$ cat src/rtl/deser_pkg.sv
package deser_pkg;
  typedef enum logic [1:0] {
    ST_CMD  = 2'd0,
    ST_LEN  = 2'd1,
    ST_DATA = 2'd2
  } seq_st_e;
endpackage

$ cat src/rtl/deser_sync.sv
module deser_sync #(
  parameter int          W      = 4,
  parameter int          STAGES = 2,
  parameter logic [W-1:0] RST_VAL = '0
) (
  input  logic         clk_i,
  input  logic         rst_ni,
  input  logic [W-1:0] d_i,
  output logic [W-1:0] q_o
);
  logic [W-1:0] stage_q [STAGES];

  always_ff @(posedge clk_i or negedge rst_ni) begin
    if (!rst_ni) begin
      for (int i = 0; i < STAGES; i++) stage_q[i] <= RST_VAL;
    end else begin
      stage_q[0] <= d_i;
      for (int i = 1; i < STAGES; i++) stage_q[i] <= stage_q[i-1];
    end
  end

  assign q_o = stage_q[STAGES-1];
endmodule

$ cat src/rtl/deser_shift.sv
module deser_shift #(
  parameter int DW = 8,
  localparam int CNT_W = $clog2(DW)
) (
  input  logic          clk_i,
  input  logic          rst_ni,
  input  logic          cs_n_s_i,
  input  logic          sclk_s_i,
  input  logic          sdi_s_i,
  input  logic          rs_s_i,
  output logic          vld_o,
  output logic [DW-1:0] byte_o,
  output logic          rs_o
);
  logic             sclk_q;
  logic [DW-2:0]    sr_q;
  logic [CNT_W-1:0] cnt_q;
  logic             rise;
  logic             last_bit;

  assign rise     = sclk_s_i & ~sclk_q & ~cs_n_s_i;
  assign last_bit = (cnt_q == CNT_W'(DW - 1));

  always_ff @(posedge clk_i or negedge rst_ni) begin
    if (!rst_ni) sclk_q <= 1'b0;
    else         sclk_q <= sclk_s_i;
  end

  always_ff @(posedge clk_i or negedge rst_ni) begin
    if (!rst_ni) begin
      sr_q  <= '0;
      cnt_q <= '0;
    end else if (cs_n_s_i) begin
      sr_q  <= '0;
      cnt_q <= '0;
    end else if (rise) begin
      sr_q  <= {sr_q[DW-3:0], sdi_s_i};
      cnt_q <= last_bit ? '0 : cnt_q + CNT_W'(1);
    end
  end

  always_ff @(posedge clk_i or negedge rst_ni) begin
    if (!rst_ni) begin
      vld_o  <= 1'b0;
      byte_o <= '0;
      rs_o   <= 1'b0;
    end else begin
      vld_o <= rise & last_bit;
      if (rise && last_bit) begin
        byte_o <= {sr_q, sdi_s_i};
        rs_o   <= rs_s_i;
      end
    end
  end
endmodule

$ cat src/rtl/deser_seq.sv
module deser_seq
  import deser_pkg::*;
#(
  parameter int          DW       = 8,
  parameter int          MAX_LEN  = 127,
  parameter logic [DW-1:0] DDC_CODE = 8'hE8,
  localparam int LEN_W = $clog2(MAX_LEN + 1)
) (
  input  logic          clk_i,
  input  logic          rst_ni,
  input  logic          four_wire_i,
  input  logic          abort_i,
  input  logic          vld_i,
  input  logic [DW-1:0] byte_i,
  input  logic          rs_i,
  output logic          vld_o,
  output logic [DW-1:0] byte_o,
  output logic          is_data_o,
  output logic          col_inc_o
);
  seq_st_e          st_q;
  logic [LEN_W-1:0] rem_q;
  logic [LEN_W-1:0] len_sat;

  always_comb begin
    if (byte_i > DW'(MAX_LEN)) len_sat = LEN_W'(MAX_LEN);
    else                       len_sat = byte_i[LEN_W-1:0];
  end

  always_ff @(posedge clk_i or negedge rst_ni) begin
    if (!rst_ni) begin
      st_q      <= ST_CMD;
      rem_q     <= '0;
      vld_o     <= 1'b0;
      byte_o    <= '0;
      is_data_o <= 1'b0;
      col_inc_o <= 1'b0;
    end else begin
      vld_o     <= vld_i;
      col_inc_o <= 1'b0;
      if (vld_i) begin
        byte_o <= byte_i;
        if (four_wire_i) begin
          is_data_o <= rs_i;
          col_inc_o <= rs_i;
        end else begin
          case (st_q)
            ST_LEN: begin
              is_data_o <= 1'b0;
              rem_q     <= len_sat;
              st_q      <= ST_DATA;
            end
            ST_DATA: begin
              is_data_o <= 1'b1;
              col_inc_o <= 1'b1;
              if (rem_q == '0) st_q <= ST_CMD;
              else             rem_q <= rem_q - LEN_W'(1);
            end
            default: begin
              is_data_o <= 1'b0;
              if (byte_i == DDC_CODE) st_q <= ST_LEN;
            end
          endcase
        end
      end
      if (abort_i || four_wire_i) begin
        st_q  <= ST_CMD;
        rem_q <= '0;
      end
    end
  end
endmodule

$ cat src/rtl/serial_cmd_deser.sv
module serial_cmd_deser #(
  parameter int          DW       = 8,
  parameter int          SYNC_STG = 2,
  parameter int          MAX_LEN  = 127,
  parameter logic [DW-1:0] DDC_CODE = 8'hE8
) (
  input  logic          clk_i,
  input  logic          rst_ni,
  input  logic          four_wire_i,
  input  logic          cs_ni,
  input  logic          sclk_i,
  input  logic          sdi_i,
  input  logic          rs_i,
  output logic          byte_vld_o,
  output logic [DW-1:0] byte_o,
  output logic          is_data_o,
  output logic          col_inc_o
);
  localparam int NSIG = 4;

  logic [NSIG-1:0] raw, synced;
  logic            sh_vld, sh_rs;
  logic [DW-1:0]   sh_byte;

  assign raw = {cs_ni, sclk_i, sdi_i, rs_i};

  deser_sync #(
    .W(NSIG), .STAGES(SYNC_STG), .RST_VAL(NSIG'(4'b1000))
  ) u_sync (
    .clk_i(clk_i), .rst_ni(rst_ni), .d_i(raw), .q_o(synced)
  );

  deser_shift #(.DW(DW)) u_shift (
    .clk_i    (clk_i),
    .rst_ni   (rst_ni),
    .cs_n_s_i (synced[3]),
    .sclk_s_i (synced[2]),
    .sdi_s_i  (synced[1]),
    .rs_s_i   (synced[0]),
    .vld_o    (sh_vld),
    .byte_o   (sh_byte),
    .rs_o     (sh_rs)
  );

  deser_seq #(.DW(DW), .MAX_LEN(MAX_LEN), .DDC_CODE(DDC_CODE)) u_seq (
    .clk_i       (clk_i),
    .rst_ni      (rst_ni),
    .four_wire_i (four_wire_i),
    .abort_i     (synced[3]),
    .vld_i       (sh_vld),
    .byte_i      (sh_byte),
    .rs_i        (sh_rs),
    .vld_o       (byte_vld_o),
    .byte_o      (byte_o),
    .is_data_o   (is_data_o),
    .col_inc_o   (col_inc_o)
  );
endmodule

$ cat config.mk
export PLATFORM = sky130hd
export DESIGN_NAME = serial_cmd_deser
export DESIGN_NICKNAME = d
export VERILOG_FILES = /design/src/rtl/deser_pkg.sv /design/src/rtl/deser_sync.sv /design/src/rtl/deser_shift.sv /design/src/rtl/deser_seq.sv /design/src/rtl/serial_cmd_deser.sv
export SDC_FILE = /design/constraint.sdc
export NUM_CORES = 1
export LEC_CHECK = 0
export ABC_AREA = 1
export BUFFER_PORTS_ARGS = -buffer_cell sky130_fd_sc_hd__buf_2
export CAP_MARGIN = 0
export CORE_MARGIN = 3
export CORE_UTILIZATION = 30
export CTS_CLUSTER_DIAMETER = 60
export DETAILED_ROUTE_END_ITERATION = 12
export GPL_TIMING_DRIVEN = 0
export PLACE_DENSITY = 0.49
export REMOVE_ABC_BUFFERS = 1
export SLEW_MARGIN = 20
export SYNTH_ARGS = -nofsm -noshare
export SYNTH_HDL_FRONTEND = slang
export SYNTH_HIERARCHICAL = 1
export SYNTH_SLANG_ARGS = --single-unit
$ cat constraint.sdc
create_clock -name clk_i -period 4.26 [get_ports clk_i]
set_input_delay 0.426 -clock clk_i [delete_from_list [all_inputs] [get_ports clk_i]]
set_output_delay 0.426 -clock clk_i [all_outputs]
set_load 0.02 [all_outputs]
==> flow_summary.json, run 1 <==
{
  "synth_top_flop_cell": "dfrtp_1",
  "antenna_cells": 0,
  "clock_path_buffers": 2,
  "synth_warnings": 6,
  "drtIter0Drc": 118,
  "firstDrtPassIters": 4,
  "p_sw_mw": 0.206,
  "post_cts_buffers": 0,
  "synthToLayoutAreaGrowth_pct": 10.6,
  "cp_max_fo": 14,
  "report.final.slew_viol_count": 0,
  "fin_crit_ps": 1700,
  "yosysTopAreaCell": "dfrtp_1",
  "routed_wl_um": 4280,
  "drc": 0,
  "slowest_stage": "dfrtp_1",
  "swShare_pct": 24.3,
  "yosysSeqAreaShare_pct": 54.9,
  "outcome": "complete, no violations",
  "hold_viol_final": 0,
  "drive_gt1_share_pct": 15.6,
  "numClockSinks": 49,
  "rows": 30,
  "grt_overflow": 0,
  "synth_area_leaders": "dfrtp_1 53%, nand2_1 15%, ha_1 3.4%, nand3_1 3.4%, nand4_1 3.4%",
  "endpoint": "u_seq/rem_q[6]",
  "htreeDepth": 2,
  "vias_per_cell": 4.43,
  "syn_area_um2": 2240,
  "fin_setup_tns_ps": 0,
  "grt_pass1_wl_um": 7490,
  "critPathKind": "flip-flop to flip-flop",
  "clkPwrFrac_pct": 36.3,
  "numCtsBuffers": 5,
  "io_pins": 18,
  "irDropWorstVdd_mv": 0.144,
  "antenna_found_initial": 0,
  "n_fill_cell": 746,
  "syn_inst": 256,
  "grt_pass1_vias": 1549,
  "combPwrFrac_pct": 6.7,
  "cp-start-kind": "flip-flop",
  "ant_nets": 0,
  "seq_power_share_pct": 56.9,
  "synth_edf_count": 0,
  "whs_ps": 139,
  "start_util_pct": 31.9,
  "ctsResizeCount": 0,
  "wl_per_cell_um": 11.7,
  "ys_types": 27,
  "timing.rr.end": "u_seq/rem_q[6]",
  "p_per_area_nw_per_um2": 342,
  "synthTopCellsByCount": "92 x nand2_1, 47 x dfrtp_1, 19 x inv_1",
  "reg2regPathDepth": 9,
  "cpPeakStageDelay_ps": 430,
  "ys_seq_elements": 49,
  "setup_violations": 0,
  "syn_avg_cell_area_um2": 8.74,
  "crit_start": "u_seq/st_q[0]",
  "async_flop_share_pct": 100,
  "dieArea_um2": 8530,
  "timing.rr.start": "u_seq/st_q[0]",
  "cts_tree": "built",
  "max_cap_viol_count": 0,
  "clk_pin_slew_ps": 90,
  "fin_crit_sh_pct": 39.8,
  "core_area_um2": 7020,
  "p_leak_nw": 1.31,
  "required_ps": 4460,
  "nNetsFinal": 282,
  "hold_buffers": 0,
  "portBuffers": 17,
  "relSlewSlack_pct": 59.1,
  "fin_skew_ps": 8.59,
  "worstPathCellList": "inv_1 -> ha_1 -> inv_1 -> a21oi_2 -> nand2_1 -> nand2_2 -> inv_1 -> nand2_1 -> nand2_1",
  "grt.total_usage_pct": 11.0,
  "p_int_mw": 0.641,
  "synth_most_common_cell": "nand2_1",
  "dp_hpwl_um": 2960,
  "die_h_um": 92.4,
  "cp.arrival_ps": 1900,
  "rrSetupSlack_ps": 2560,
  "post-synth-top-area-fraction_pct": 52.5,
  "clock_latency_ps": 300,
  "max_freq_mhz": 589,
  "worst_setup_path_end_kind": "flip-flop",
  "hold_path_class": "input pin to async pin",
  "grt_max_degree": 50,
  "tightest_slew_ps": 613,
  "die_w_um": 92.4,
  "vias": 1622,
  "gp_congestion": 0.832,
  "rsz0062_at_grt": "no",
  "root_buffer": "clkbuf_8"
}
==> cell families (layout without fill, tap and decap cells) <==
family          Yosys count  after routing  synth area share [%]
simple gates            145            145                  29.0
flops                    49             49                  54.9
buf+inv                  35             49                  7.38
fa+ha+maj                 6              6                  3.35
compound gates           21             21                  5.42
==> worst min path at each step <==
stage / start / to / slack (ps) / depth (start not counted)
2_1_floorplan: rst_ni / u_seq/byte_o[0] / 130 / 0
3_3_place_gp: u_sync/stage_q[6] / u_sync/q_o[2] / 330 / 0
3_5_place_dp: u_sync/stage_q[6] / u_sync/q_o[2] / 330 / 0
4_1_cts: rst_ni / u_seq/rem_q[5] / 160 / 1
5_1_grt: rst_ni / u_seq/byte_o[1] / 180 / 1
6_report: rst_ni / u_seq/vld_o / 140 / 1
==> metal layers <==
metal | track usage (%) | share of wire, % | vias up
li1 | - | - | 837
met1 | 14.9 | 50 | 755
met2 | 17.2 | 46 | 25
met3 | 2.52 | 3.5 | 5
met4 | 3.96 | 0.96 | 0
met5 | 0 | 0 | -
==> power groups by stage <==
stage                     Clock (mW)  Sequential (mW)  Combinational, mW
after floorplan                    0            0.490             0.0369
after global placement             0            0.491             0.0580
after detailed placement           0            0.492             0.0586
after CTS                      0.323            0.482             0.0588
after global routing           0.346            0.484             0.0676
final                          0.307            0.482             0.0571
==> placed cells by master, fill, tap and decap left out <==
cell type,synthesis,layout
clkbuf_8,0,7
o21ai_1,4,4
dfrtp_1,47,47
nor2_1,16,16
nand3b_1,1,1
a21oi_2,1,1
inv_1,19,19
dfstp_2,2,2
a21oi_1,4,4
o21ai_2,1,1
buf_2,3,16
a21o_1,1,1
ha_1,6,6
o21ai_0,8,8
o221ai_1,1,1
inv_6,0,1
nand2_1,92,92
nor2_4,3,3
inv_2,5,5
nor2_2,1,1
buf_4,6,1
nand3_1,15,15
nor3_1,1,1
a22oi_1,1,1
nand4_4,1,1
nand2_2,3,3
nand4_1,12,12
==> through the flow <==
step	setup WS, ps	instances	total power [mW]	instance area, µm²	utilization [%]
finish	2560	366	0.847	2480	35.3
global route	2410	366	0.897	2480	35.3
CTS	2570	366	0.865	2480	35.3
detailed placement	2590	358	0.550	2370	33.8
global placement	2590	358	0.549	2370	33.7
floorplan	2830	245	0.527	2160	-
==> final cells by class <==
cell class | instances | area (µm²) | area share (%)
well taps | 96 | 120 | 4.85
clock inverters | 1 | 8.76 | 0.354
multi-input cells | 172 | 845 | 34.1
inverters | 24 | 90.1 | 3.64
repair buffers | 17 | 87.6 | 3.54
flip-flops and latches | 49 | 1230 | 49.6
clock buffers | 7 | 96.3 | 3.89
==> critical path, delay by kind of cell (launching register included) <==
kind / cells / cell delay [ps]
adders and majority gates: 1 / 320
and+or+nand+nor: 4 / 390
buffers and inverters: 3 / 320
DFF: 1 / 430
AOI/OAI and AO/OA: 1 / 140
==> state kept, by name (all words and copies together), names as in the netlist <==
name,count
u_seq/byte_o,8
u_sync/q_o,4
u_shift/sr_q,7
u_shift/byte_o,8
u_seq/col_inc_o,1
u_seq/is_data_o,1
u_sync/stage_q,4
u_shift/rs_o,1
u_shift/cnt_q,3
u_seq/rem_q,7
u_seq/vld_o,1
u_shift/sclk_q,1
u_seq/st_q,2
u_shift/vld_o,1
Power figures use the tool's default switching activity.
==> run 2, diff against run 1 <==
--- a/config.mk
+++ b/config.mk
@@ -13,7 +13,7 @@
 export CTS_CLUSTER_DIAMETER = 60
 export DETAILED_ROUTE_END_ITERATION = 12
 export GPL_TIMING_DRIVEN = 0
-export PLACE_DENSITY = 0.49
+export PLACE_DENSITY = 0.5
 export REMOVE_ABC_BUFFERS = 1
 export SLEW_MARGIN = 20
 export SYNTH_ARGS = -nofsm -noshare
==> constraint.sdc (replaced) <==
create_clock -name clk_i -period 1.5 [get_ports clk_i]
set_input_delay 0.15 -clock clk_i [delete_from_list [all_inputs] [get_ports clk_i]]
set_output_delay 0.15 -clock clk_i [all_outputs]
set_load 0.02 [all_outputs]
==> run 2 against run 1 <==
Net effect: worst setup slack got worse by 2500 ps; via count increased by 2.3%; fmax up 22%; critical endpoint unchanged.
==> flow_summary.json, run 2 (synthesis results as in run 1) <==
{
  "rows": 30,
  "cp-start-kind": "flip-flop",
  "critPathKind": "flip-flop to flip-flop",
  "power.total_mw": 2.59,
  "final_util_pct": 37.9,
  "clock_latency_ps": 300,
  "reg2regPathDepth": 11,
  "rsz0062_at_grt": "yes",
  "firstDrtPassIters": 4,
  "clk_pin_slew_ps": 90,
  "antenna_found_initial": 0,
  "wl_per_cell_um": 11.8,
  "hold_viol_final": 0,
  "fin_crit_ps": 1400,
  "report.final.slew_viol_count": 0,
  "dp_hpwl_um": 2920,
  "crit_top_cell": "nand2_1",
  "grt_max_degree": 50,
  "fin_skew_ps": 6.72,
  "drive_gt1_share_pct": 20.9,
  "grt_pass1_wl_um": 7620,
  "outcome": "complete, no violations",
  "required_ps": 1700,
  "die_w_um": 92.4,
  "setup_violations": 0,
  "antenna_cells": 0,
  "clock_path_buffers": 2,
  "reg.largest.list": "u_seq/byte_o x8, u_shift/byte_o x8",
  "cp.arrival_ps": 1600,
  "drtIter0Drc": 86,
  "vias": 1659,
  "cp_max_fo": 7,
  "p_leak_nw": 1.38,
  "slowest_stage": "dfrtp_1",
  "core_area_um2": 7020,
  "relSlewSlack_pct": 59.0,
  "min_path_cells": 3,
  "synthToLayoutAreaGrowth_pct": 18.9,
  "die_h_um": 92.4,
  "nNetsFinal": 294,
  "final_common_cell": "nand2_1",
  "grt_overflow": 0,
  "portBuffers": 17,
  "cpPeakStageDelay_ps": 420,
  "gp_congestion": 0.841,
  "numClockSinks": 49,
  "vias_per_cell": 4.39,
  "grt.total_usage_pct": 11.3,
  "final_cell_mix": "91 x nand2_1, 46 x dfrtp_1, 16 x buf_2",
  "cts_tree": "built",
  "irDropWorstVdd_mv": 0.516,
  "start_util_pct": 31.9,
  "root_buffer": "clkbuf_8",
  "drc": 0,
  "numCtsBuffers": 5,
  "worst_setup_path_end_kind": "flip-flop",
  "fin_crit_sh_pct": 93.1,
  "htreeDepth": 2,
  "max_cap_viol_count": 0,
  "max_freq_mhz": 716,
  "hold_path_class": "input pin to flip-flop",
  "worstPathCellList": "inv_4 -> ha_4 -> nand2_2 -> nor2_4 -> nand2_1 -> nand2_1 -> nand2_2 -> nand2_4 -> inv_1 -> nand2_1 -> nand2_1",
  "dieArea_um2": 8530,
  "ant_nets": 0,
  "tightest_slew_ps": 615,
  "grt_pass1_vias": 1568,
  "routed_wl_um": 4470,
  "p_per_area_nw_per_um2": 974,
  "io_pins": 18
}
[run 2: changes by cell type in the layout (fill, tap and decap cells not counted), sizes merged]
| cell | delta |
|---|---|
| dlygate4sd3 | +5 |
| inv | -1 |
| bufinv | +1 |
| clkbuf | -1 |
| nand2 | +1 |
| buf | +6 |
| clkinvlp | +1 |
[run 2: final timing paths]
kind | start | end | slack (ps)
min in group asynchronous | rst_ni | u_shift/byte_o[6] | 400
worst max register to register | u_seq/rem_q[0] | u_seq/rem_q[6] | 100
worst min register to register | u_sync/stage_q[5] | u_sync/q_o[1] | 360
worst min-delay path | four_wire_i | u_seq/col_inc_o | 140
max in group asynchronous | rst_ni | u_shift/vld_o | 670
worst max-delay path | u_seq/rem_q[0] | u_seq/rem_q[6] | 100
[run 2: layer usage]
metal / GRT usage, % / share of wire, % / vias up
met5: 0 / 0 / -
met4: 3.34 / 1.1 / 0
met3: 2.76 / 3.3 / 4
met2: 18.1 / 47 / 22
met1: 15.0 / 49 / 771
li1: - / - / 862
[run 2: area by class of cell]
| class | instances | area, µm² |
|---|---|---|
| Clock buffer | 6 | 82.6 |
| Clock inverter | 2 | 41.3 |
| Fill cell | 723 | 4360 |
| Inverter | 24 | 96.3 |
| Multi-Input combinational cell | 173 | 908 |
| Sequential cell | 49 | 1230 |
| Tap cell | 96 | 120 |
| Timing Repair Buffer | 28 | 183 |
[run 2: repair_timing]
action                                 4_1_cts  5_1_grt
setup endpoints to repair                   17       17
hold buffers                                 5        0
resized for setup                            8       10
endpoints found under the hold margin       51        0
buffers inserted                             1        5
cloned                                       0        1
pin swaps                                    0        1
[run 2: power by group]
group	switching, mW	internal (mW)	total, mW	leakage [nW]
registers	0.0226	1.35	1.37	0.658
logic	0.132	0.0710	0.203	0.654
clock network	0.465	0.555	1.02	0.0633
total	0.620	1.97	2.59	1.38
[run 2: per-stage QoR]
stage | TNS, ps | cells | area (µm²) | hold WS [ps] | worst slack, ps
floorplan | 0 | 245 | 2160 | -146 | 68.9
global placement | -938 | 358 | 2370 | 255 | -171
detailed placement | -975 | 358 | 2370 | 223 | -174
CTS | -1.37 | 372 | 2580 | 136 | -1.37
global route | -9.05 | 378 | 2660 | 138 | -9.05
finish | 0 | 378 | 2660 | 143 | 104
[run 2: critical path: cells and delay by family, from the launching register on]
kind	cells	cell delay, ps
AND/OR/NAND/NOR	8	580
flip-flops	1	420
adder cells (fa/ha/maj)	1	150
buffers and inverters	2	140
